`src/rtl/dcc_compare.sv`:
```
module dcc_compare #(
  parameter int DW = 8
) (
  input  logic        halted,
  input  logic        va,
  input  logic        vb,
  input  logic [DW:0] wa,
  input  logic [DW:0] wb,
  input  logic        perr_a,
  input  logic        perr_b,
  output logic        ev_path,
  output logic        ev_mis,
  output logic        ev_pass
);
  logic any_perr, one_sided, differ;
  assign any_perr  = perr_a || perr_b;
  assign one_sided = va ^ vb;
  assign differ    = va && vb && (wa != wb);

  always_comb begin
    ev_path = 1'b0;
    ev_mis  = 1'b0;
    ev_pass = 1'b0;
    if (!halted) begin
      if (any_perr)                 ev_path = 1'b1;
      else if (one_sided || differ) ev_mis  = 1'b1;
      else if (va)                  ev_pass = 1'b1;
    end
  end
endmodule

```
`config.mk`:
```
export PLATFORM = sky130hd
export DESIGN_NAME = dcc_compare
export DESIGN_NICKNAME = d
export VERILOG_FILES = /design/src/rtl/dcc_compare.sv
export SDC_FILE = /design/constraint.sdc
export NUM_CORES = 1
export LEC_CHECK = 0
export BUFFER_PORTS_ARGS = -buffer_cell sky130_fd_sc_hd__buf_2
export CAP_MARGIN = 20
export CORE_AREA = 3 3 40 42
export DETAILED_ROUTE_END_ITERATION = 6
export DIE_AREA = 0 0 43 45
export SETUP_SLACK_MARGIN = 0.1
export SYNTH_ARGS = -nofsm -noshare
export SYNTH_HDL_FRONTEND = slang
export SYNTH_SLANG_ARGS = --single-unit
```
`constraint.sdc`:
```
create_clock -name vclk -period 1.6
set_input_delay 0.08 -clock vclk [all_inputs]
set_output_delay 0.08 -clock vclk [all_outputs]
set_load 0.05 [all_outputs]
```
==> flow_summary.yaml <==
setup_path:
  cp-end-kind: "output pin"
  cp_common_cell: "buf_2"
  setup.worst_path.start: "wb[1]"
  crit_type: "primary input to output pin"
  cp_slowest_cell: "nor4_1"
  cp-start-kind: "primary input"
  crit_fanout: 2
  crit_required_ps: 1520
  path_cells: "buf_2 > xor2_1 > nor4_1 > a31oi_1 > and2_1 > buf_2"
  cp-endpoint: "ev_mis"
  cp.arrival_ps: 1190
  max_stage_delay_ps: 340
die:
  die-area_um2: 1935
  num_rows: 13
  die_x_um: 43
  die_y_um: 45
  ios: 26
  core-area_um2: 1285
  start_util_pct: 11.20
detailed_routing:
  num_vias: 222
  drt_iter0_drc: 0
  avgViaCountPerCell: 3.581
  antenna_left: 0
  drc: 0
  wl_um: 444
  detail_route.wl_per_cell_um: 7.161
  drtPass1Iterations: 1
grt:
  grtUsageTotal_pct: 4.561
  grt_overflow: 0
  grt_pass1_wl_um: 731
  antenna_found_initial: 0
  grt_pass1_vias: 216
  grt_start_max_net_pins: 3
timing:
  timing_hold_violations_final: 0
  slew_viol_final: 0
  tns_ps: 0
  setup_viol: 0
  tightest_slew_ps: 310.2
  fin_crit_sh_pct: 79.07
  rsz0062_at_grt: "no"
  slew_headroom_pct: 79.13
  finalCriticalPeriod_ps: 1265
  max_freq_mhz: 790.5
clocking:
  ctsResizeCount: 0
  hold_buffers: 0
  post-cts-setup-buffers: 0
logic_synthesis:
  netlist_area_um2: 143.9
  yosysWarnings: 0
  synth_top_area_share_pct: 54.78
  yosysMostFrequentCell: "xor2_1"
  synth_top_area_cell: "xor2_1"
  synth_area_leaders: "xor2_1 (55%), nor2_1 (13%), ha_1 (8.7%), nor4_1 (8.7%), a31oi_1 (4.3%)"
  synthTopCellsByCount: "xor2_1 (9), nor2_1 (5), nor4_1 (2)"
  seq_area_frac_synth_pct: 0
  synthCells: 21
  synth.distinct_cells: 8
  synth_nets: 45
  avgSynthCellArea_um2: 6.852
finish:
  finalNetCount: 73
  drive_gt1_share_pct: 55.32
  syn_to_final_growth_pct: 103.5
  fin_util_pct: 22.78
  seq_cells: 0
  num-fill-cells: 141
  regArea_um2: 0
  diodes: 0
  multi_input_area_um2: 143.9
  nClkBuffers: 0
placement:
  hpwl_um: 436.4
  place.gp.congestion: 0.5955
  io_buffers: 26
hold_path:
  hp-class: "primary input to output pin"
  worstHoldStart: "halted"
power_and_ir_drop:
  p_leak_nw: 0.1679
  power_density_nw_per_um2: 247.1
  vdd_drop_max_uv: 51.60
outcome:
  run_status: "finished, final reports clean"
flow_run:
  drv_cap: 0
logic make-up after synthesis:
logic type | Yosys count | share of synthesized area [%]
and+or+nand+nor | 10 | 32.17
xor gates and xnor gates | 9 | 54.79
adders and majority gates | 1 | 8.694
AOI/OAI and AO/OA | 1 | 4.351
where the power goes:
part | total (mW) | switching, mW | internal [mW]
clock | 0 | 0 | 0
sequential | 0 | 0 | 0
combinational | 0.0724 | 0.0355 | 0.0368
worst min path at each step:
stage,endpoint,slack (ps),cells after the start
floorplan,ev_path,340,1
global placement,ev_path,480,3
detailed placement,ev_path,490,3
CTS,ev_path,490,3
global route,ev_path,500,3
finish,ev_path,490,3
metrics by stage:
| step | instances | area, um2 | hold slack [ps] | total power [mW] | worst slack (ps) |
|---|---|---|---|---|---|
| final | 62 | 292.8 | 487.6 | 0.07235 | 334.9 |
| after global routing | 62 | 292.8 | 502.5 | 0.08081 | 222.5 |
| after CTS | 62 | 292.8 | 488.9 | 0.07357 | 315.3 |
| after detailed placement | 62 | 292.8 | 488.9 | 0.07335 | 317.5 |
| after global placement | 62 | 292.8 | 478.1 | 0.07214 | 336.7 |
| after floorplan | 21 | 143.9 | 335.7 | 0.03598 | 265.7 |
routing by layer:
metal  vias up  routed length [um]  GRT usage (%)
li1        123                   -              -
met1        84                 142          4.762
met2        15                 239          10.18
met3         0                  62         0.3984
met4         0                   0              0
met5         -                   0              0
cell usage in the layout (no fill, tap or decap), drive strengths merged:
master	count
nor4	2
nor2	5
ha	1
buf	26
a31oi	1
nand2	1
nor3	1
and2	1
xor2	9
worst max-delay path: cells and delay by family:
kind | cells | cell delay [ps]
simple gates | 2 | 510
xor+xnor | 1 | 150
compound gates | 1 | 150
buf+inv | 2 | 300
area by class of cell:
cell class	instances	area share, %
Timing Repair Buffer	26	44.44
Multi-Input combinational cell	21	49.15
Tap cell	15	6.410
Note: power is estimated with default switching activity, not from simulation.
